==> src/rtl/stb_srq_pkg.sv <==
package stb_srq_pkg;
  localparam int REG_W  = 8;
  localparam int RDY_N  = 3;
  // status byte positions
  localparam int SB_RSR = 0;
  localparam int SB_ERR = 2;
  localparam int SB_MAV = 4;
  localparam int SB_ESB = 5;
  localparam int SB_RQ  = 6;
  // general event power-up position
  localparam int EV_PWR = 7;
  localparam logic [REG_W-1:0] SRE_IMPL  = 8'h35;
  localparam logic [REG_W-1:0] STD_IMPL  = 8'hFF;
  localparam logic [REG_W-1:0] STD_RST   = 8'h80;
  localparam logic [REG_W-1:0] RDY_IMPL  = 8'h07;
  localparam logic [REG_W-1:0] RDY_RST   = 8'h00;
endpackage

==> src/rtl/stb_rst_sync.sv <==
module stb_rst_sync #(
  parameter int STAGES = 2
) (
  input  logic clk,
  input  logic rst_n,
  output logic rst_n_s
);
  logic [STAGES-1:0] sync_r;

  always_ff @(posedge clk or negedge rst_n) begin
    if (!rst_n) sync_r <= '0;
    else        sync_r <= {sync_r[STAGES-2:0], 1'b1};
  end

  assign rst_n_s = sync_r[STAGES-1];
endmodule

==> src/rtl/evt_latch_reg.sv <==
module evt_latch_reg #(
  parameter int               W       = 8,
  parameter logic [W-1:0]     IMPL    = '1,
  parameter logic [W-1:0]     RST_VAL = '0
) (
  input  logic         clk,
  input  logic         rst_n,
  input  logic [W-1:0] strobe,
  input  logic         rd_clr,
  input  logic         en_wr,
  input  logic [W-1:0] en_data,
  output logic [W-1:0] evt_q,
  output logic [W-1:0] en_q,
  output logic         summary
);
  logic [W-1:0] en_r, en_nxt;

  // enable mask: only implemented positions hold state
  always_comb begin
    en_nxt = en_r;
    if (en_wr) en_nxt = en_data & IMPL;
  end

  always_ff @(posedge clk or negedge rst_n) begin
    if (!rst_n) en_r <= '0;
    else        en_r <= en_nxt;
  end

  // sticky event bits, one flop per implemented position
  for (genvar i = 0; i < W; i++) begin : g_bit
    if (IMPL[i]) begin : g_impl
      logic bit_r, bit_nxt;
      always_comb begin
        bit_nxt = bit_r;
        if (rd_clr)    bit_nxt = 1'b0;
        if (strobe[i]) bit_nxt = 1'b1;   // a new event beats the clear
      end
      always_ff @(posedge clk or negedge rst_n) begin
        if (!rst_n) bit_r <= RST_VAL[i];
        else        bit_r <= bit_nxt;
      end
      assign evt_q[i] = bit_r;
    end else begin : g_none
      assign evt_q[i] = 1'b0;
    end
  end

  assign en_q    = en_r;
  assign summary = |(evt_q & en_r);
endmodule

==> src/rtl/stb_srq_ctrl.sv <==
module stb_srq_ctrl
  import stb_srq_pkg::*;
(
  input  logic             clk,
  input  logic             rst_n,
  input  logic             esb,
  input  logic             rsr,
  input  logic             outq_nonempty,
  input  logic             errq_nonempty,
  input  logic             spoll,
  input  logic             sre_wr,
  input  logic [REG_W-1:0] sre_data,
  output logic [REG_W-1:0] sre_q,
  output logic [REG_W-1:0] stb_query,
  output logic [REG_W-1:0] stb_poll,
  output logic             srq_o
);
  logic [REG_W-1:0] sre_r, sre_nxt;
  logic [REG_W-1:0] stb_base;
  logic             mss, mss_d, mss_rise;
  logic             srq_r, srq_nxt;

  always_comb begin
    stb_base         = '0;
    stb_base[SB_ESB] = esb;
    stb_base[SB_MAV] = outq_nonempty;
    stb_base[SB_ERR] = errq_nonempty;
    stb_base[SB_RSR] = rsr;
  end

  always_comb begin
    sre_nxt = sre_r;
    if (sre_wr) sre_nxt = sre_data & SRE_IMPL;
  end

  assign mss      = |(stb_base & sre_r);
  assign mss_rise = mss & ~mss_d;

  always_comb begin
    srq_nxt = srq_r;
    if (spoll || !mss) srq_nxt = 1'b0;
    if (mss_rise)      srq_nxt = 1'b1;
  end

  always_ff @(posedge clk or negedge rst_n) begin
    if (!rst_n) begin
      sre_r <= '0;
      mss_d <= 1'b0;
      srq_r <= 1'b0;
    end else begin
      sre_r <= sre_nxt;
      mss_d <= mss;
      srq_r <= srq_nxt;
    end
  end

  always_comb begin
    stb_query        = stb_base;
    stb_query[SB_RQ] = mss;
    stb_poll         = stb_base;
    stb_poll[SB_RQ]  = srq_r;
  end

  assign sre_q = sre_r;
  assign srq_o = srq_r;
endmodule

==> src/rtl/stb_srq_core.sv <==
module stb_srq_core
  import stb_srq_pkg::*;
(
  input  logic             clk,
  input  logic             rst_n,
  input  logic [REG_W-1:0] std_evt_set,
  input  logic [RDY_N-1:0] rdy_evt_set,
  input  logic             outq_nonempty,
  input  logic             errq_nonempty,
  input  logic             std_evt_rd,
  input  logic             std_en_wr,
  input  logic [REG_W-1:0] std_en_data,
  input  logic             rdy_evt_rd,
  input  logic             rdy_en_wr,
  input  logic [REG_W-1:0] rdy_en_data,
  input  logic             sre_wr,
  input  logic [REG_W-1:0] sre_data,
  input  logic             spoll,
  output logic [REG_W-1:0] std_evt_q,
  output logic [REG_W-1:0] std_en_q,
  output logic [REG_W-1:0] rdy_evt_q,
  output logic [REG_W-1:0] rdy_en_q,
  output logic [REG_W-1:0] sre_q,
  output logic [REG_W-1:0] stb_query,
  output logic [REG_W-1:0] stb_poll,
  output logic             srq_o
);
  logic             rst_n_s;
  logic             esb, rsr;
  logic [REG_W-1:0] rdy_strobe;

  assign rdy_strobe = {{(REG_W-RDY_N){1'b0}}, rdy_evt_set};

  stb_rst_sync #(.STAGES(2)) rst_i (
    .clk(clk), .rst_n(rst_n), .rst_n_s(rst_n_s)
  );

  evt_latch_reg #(.W(REG_W), .IMPL(STD_IMPL), .RST_VAL(STD_RST)) std_i (
    .clk(clk), .rst_n(rst_n_s), .strobe(std_evt_set), .rd_clr(std_evt_rd),
    .en_wr(std_en_wr), .en_data(std_en_data),
    .evt_q(std_evt_q), .en_q(std_en_q), .summary(esb)
  );

  evt_latch_reg #(.W(REG_W), .IMPL(RDY_IMPL), .RST_VAL(RDY_RST)) rdy_i (
    .clk(clk), .rst_n(rst_n_s), .strobe(rdy_strobe), .rd_clr(rdy_evt_rd),
    .en_wr(rdy_en_wr), .en_data(rdy_en_data),
    .evt_q(rdy_evt_q), .en_q(rdy_en_q), .summary(rsr)
  );

  stb_srq_ctrl ctrl_i (
    .clk(clk), .rst_n(rst_n_s), .esb(esb), .rsr(rsr),
    .outq_nonempty(outq_nonempty), .errq_nonempty(errq_nonempty),
    .spoll(spoll), .sre_wr(sre_wr), .sre_data(sre_data),
    .sre_q(sre_q), .stb_query(stb_query), .stb_poll(stb_poll), .srq_o(srq_o)
  );
endmodule

==> config.mk <==
export PLATFORM = sky130hd
export DESIGN_NAME = stb_srq_core
export DESIGN_NICKNAME = d
export VERILOG_FILES = /design/src/rtl/stb_srq_pkg.sv /design/src/rtl/stb_rst_sync.sv /design/src/rtl/evt_latch_reg.sv /design/src/rtl/stb_srq_ctrl.sv /design/src/rtl/stb_srq_core.sv
export SDC_FILE = /design/constraint.sdc
export NUM_CORES = 1
export LEC_CHECK = 0
export ABC_AREA = 1
export CORE_ASPECT_RATIO = 0.6
export CORE_UTILIZATION = 36
export CTS_CLUSTER_DIAMETER = 100
export DETAILED_ROUTE_END_ITERATION = 12
export PLACE_DENSITY = 0.81
export SETUP_SLACK_MARGIN = 0.2
export SYNTH_ARGS = -nofsm -noshare
export SYNTH_HDL_FRONTEND = slang
export SYNTH_SLANG_ARGS = --single-unit
==> constraint.sdc <==
create_clock -name clk -period 1.3 [get_ports clk]
set_input_delay 0.195 -clock clk [delete_from_list [all_inputs] [get_ports clk]]
set_output_delay 0.195 -clock clk [all_outputs]
set_load 0.05 [all_outputs]
# Word level (Yosys, flattened, before mapping)
# Index checks and enable logic that the tools add are counted.
dict set report totals {
  regBits 30
  latch_bits 0
  ramBits 0
  rom_bits 0
  inputBits 45
  word_cells 54
  n_memories 0
}
dict set report classes {
  n_addsub 0
  n_mul 0
  n_div 0
  magnitude_cmp 0
  eq_ne 0
  n_shift 0
  muxes 15
  bitwise_logic 5
  n_reduce_logical 17
}
# cell n
set ops {}
lappend ops {{2-bit nonzero test} 12}
lappend ops {{8-bit OR reduction} 3}
lappend ops {{1-bit 2-to-1 mux} 15}
lappend ops {{8-bit AND} 1}
lappend ops {{6-bit AND} 1}
lappend ops {{3-bit AND} 1}
lappend ops {{1-bit AND} 1}
lappend ops {{1-bit zero test} 1}
lappend ops {{1-bit logical OR} 1}
lappend ops {{1-bit inverter} 1}

# Longest topological paths before layout
dict set report depth {
  word_depth 8
  ltp_mapped 7
  depth_no_buf 6
}

# By module
# A second synthesis with hierarchy kept.
dict set report hier_totals {
  cells_unflattened 174
  area_unflattened_um2 1520.2
}
# mod n_inst cells_per_inst area_per_inst_um2 seq_area_each_um2
set by_module_without_submodules {}
lappend by_module_without_submodules {{evt_latch_reg at std_i} 1 81 724.4 401.6}
lappend by_module_without_submodules {stb_srq_ctrl 1 50 399.1 150.1}
lappend by_module_without_submodules {{evt_latch_reg at rdy_i} 1 39 339.1 150.1}
lappend by_module_without_submodules {stb_rst_sync 1 3 53.8 50.0}
lappend by_module_without_submodules {stb_srq_core 1 1 3.8 0.0}

# Least setup slack after synthesis
# No wires, ideal clock.
dict set report synth_path {
  path_kind {reg2out}
  from {register rdy_i.en_r[1], in the netlist rdy_i.en_q[1]}
  to {output stb_query[6]}
  t_arrival_ns 1.235
  required_time_ns 1.105
  slack_ns -0.130
  stages_incl_launch_ff 6
  path_cell_list {dfrtp_1 -> nand2_1 -> nand3_1 -> a21oi_2 -> nand2_1 -> buf_4}
}
dict set report synth_via {
  elab_chain_cells 4
}
# item line
set synth_rtl {}
lappend synth_rtl {{from (decl)} evt_latch_reg.sv:16} ;# logic [W-1:0] en_r, en_nxt;
lappend synth_rtl {{from (signal assigned)} evt_latch_reg.sv:26} ;# else en_r <= en_nxt;
lappend synth_rtl {{3-bit AND} evt_latch_reg.sv:49} ;# assign summary = |(evt_q & en_r);
lappend synth_rtl {{8-bit OR reduction} evt_latch_reg.sv:49}
lappend synth_rtl {{net ctrl_i.rsr} stb_srq_ctrl.sv:7} ;# input logic rsr,
lappend synth_rtl {{6-bit AND} stb_srq_ctrl.sv:36} ;# assign mss = |(stb_base & sre_r);
lappend synth_rtl {{8-bit OR reduction} stb_srq_ctrl.sv:36}
lappend synth_rtl {{to (decl)} stb_srq_core.sv:24} ;# output logic [REG_W-1:0] stb_query,
# The timed path passes the listed nets, and every way through them passes these cells.

# Worst setup path in the final report
dict set report layout_path {
  from {register std_i.en_r[1], in the netlist std_i.en_q[1]}
  to {output stb_query[6]}
}
dict set report layout_via {
  elab_chain_cells 4
}
# item line
set layout_rtl {}
lappend layout_rtl {{from (decl)} evt_latch_reg.sv:16}
lappend layout_rtl {{from (signal assigned)} evt_latch_reg.sv:26}
lappend layout_rtl {{8-bit AND} evt_latch_reg.sv:49}
lappend layout_rtl {{8-bit OR reduction} evt_latch_reg.sv:49}
lappend layout_rtl {{6-bit AND} stb_srq_ctrl.sv:36}
lappend layout_rtl {{8-bit OR reduction} stb_srq_ctrl.sv:36}
# No other way between the ends.

==> metrics.csv <==
metric,value,unit
hpwlAfterDp,2750,µm
drc,0,
postCtsHoldBufs,0,
startpoint_type,register,
violations,negative setup slack,
fin_crit,1.57,ns
wl_per_cell,12.5,µm
postRouteAntennaNets,0,
timing.final.ws_setup,-0.272,ns
min_path_type,input pin to asynchronous set/reset pin,
gp_congestion,0.761,
num_antenna_cells,0,
n_fill_cell,258,
period_share,121,%
layout_commonest_cell,buf_12,
ys_seq_area_share,49.1,%
start_util,39.6,%
fp.dieArea,0.00453,mm²
drt_wl_total,3620,µm
p_leak,1.45,nW
hold_violations,0,
area_growth,95.9,%
vias,1138,
synth_area,0.00153,mm²
crit_type,register to output port,
p_per_area,1130,mW/mm²
core,0.00387,mm²
grt-ovfl-total,0,
port_buffers,72,
grt_max_degree,22,
drt_pre_antenna_iters,2,
syn_inst,140,
cts_max_level,2,
fp.dieW,86.2,µm
cts.sinks,30,
synth-seq-cells,30,
ys_types,16,
clkLatencyLatePin,0.28,ns
regArea,769,µm²
grt_pass1_wl,5550,µm
antenna_found_initial,0,
path_clk_slew,0.06,ns
clockBufferDepth,2,
clock.fmax,636,MHz
multi_input_area,539,µm²
drive_above_1_share,53.6,%
layout_common_cells,"buf_12, clkdlybuf4s50_1, buf_6, conb_1, dfrtp_1",
cp_data_required_time,1.11,ns
skew,0.00417,ns
clockRootBuffer,clkbuf_8,
io_pins,102,
via_per_inst,3.92,
outcome,"finished, violations left",
grt_pass1_vias,1197,
drt_iter0_markers,15,
worst_ir_drop_vdd,0.719,mV
hold_slack,0.0795,ns
layout.cells.non_filler,290,
die_height,52.5,µm
track_usage,16.9,%
worst_setup_path_end_kind,output port,
crit_path_max_fanout,2,
avgSynthCellArea,10.9,µm²
cts_buffers,5,
nets,277,
dpl.cell_count,273,
cap_violations,0,
setup_viol,5,
rsz0062_at_grt,true,
yosysWarnings,0,
fin_setup_tns,-0.890,ns
cts_tree,built,
drv_slew,0,
finish.utilization,77.5,%
fp-row-count,17,
critPathArrivalTime,1.38,ns
==> kinds of logic after synthesis <==
logic type,after synthesis,share of synthesized area [%]
buf+inv,55,24.1
flops,30,49.1
simple gates,24,6.29
mux,15,13.0
compound gates,14,7.03
other cells,2,0.490
==> metrics by stage <==
step                instance area, µm²  worst slack (ns)  power [mW]
floorplan                         1630           -0.0158        1.89
global placement                  2690           -0.0313        2.51
detailed placement                2690           -0.0734        2.52
CTS                               2920            -0.262        3.38
global route                      3000            -0.329        3.55
finish                            3000            -0.272        3.39
==> worst max-delay path, cell delays in order, from the launching register on <==
cell,delay (ns)
dfrtp_2,0.41
nand2_1,0.08
nand2_2,0.09
nor2_4,0.12
nand2_2,0.09
nand2_4,0.10
nand2_4,0.06
buf_12,0.15
==> power breakdown <==
part / internal, mW / switching, mW
Combinational: 0.764 / 0.775
Sequential: 1.03 / 0.0808
Clock: 0.426 / 0.318
Total: 2.22 / 1.17
==> flip-flops by register name, indices dropped and copies added (netlist names) <==
name                      cells
std_i.en_q                    8
std_i.g_bit.g_impl.bit_r      8
ctrl_i.sre_q                  4
rdy_i.en_q                    3
rdy_i.g_bit.g_impl.bit_r      3
rst_i.sync_r                  2
ctrl_i.mss_d                  1
ctrl_i.srq_o                  1
==> Yosys cell counts <==
master    count  area [µm²]
buf_4        41         308
dfrtp_1      29         726
nand2_1      19        71.3
inv_1        12        45.0
o21bai_1     11        82.6
mux2_4        8         120
mux2_2        7        78.8
a21oi_2       2        17.5
conb_1        2        7.51
nand2_2       2        12.5
nor2_1        2        7.51
a21boi_0      1        7.51
buf_2         1        5.00
buf_6         1        11.3
dfstp_2       1        26.3
nand3_1       1        5.00
==> layout make-up <==
cell class | instances | area share [%]
Sequential cell | 30 | 25.6
Inverter | 12 | 1.50
Tap cell | 57 | 2.38
Clock inverter | 1 | 0.167
Clock buffer | 7 | 2.88
Multi-Input combinational cell | 74 | 18.0
Timing Repair Buffer | 109 | 49.5
==> path summary, 6_finish.rpt <==
path	start	endpoint	slack, ns	cells past startpoint
min in group clk	rst_i.sync_r[0]	rst_i.sync_r[1]	0.36	0
hold / removal	rst_n	rst_i.sync_r[0]	0.08	1
max in group asynchronous	rst_i.sync_r[1]	std_i.en_q[3]	0.70	1
setup / recovery	std_i.en_q[1]	stb_query[6]	-0.27	7
hold reg to reg	rst_i.sync_r[1]	std_i.g_bit[0].g_impl.bit_r	0.15	0
setup reg to reg	std_i.g_bit[7].g_impl.bit_r	ctrl_i.srq_o	0.13	7
==> routing by layer <==
layer / wire length, µm / global-route usage (%)
met5: 0 / 0
met4: 21 / 5.00
met3: 216 / 5.98
met2: 1770 / 28.7
met1: 1610 / 20.4
==> what timing repair did <==
item | in CTS | in global routing
pin swaps | 1 | 8
buffers inserted | 4 | 5
endpoints found under the setup margin | 34 | 30
resized for setup | 34 | 12
(Power assumes the default switching activity.)
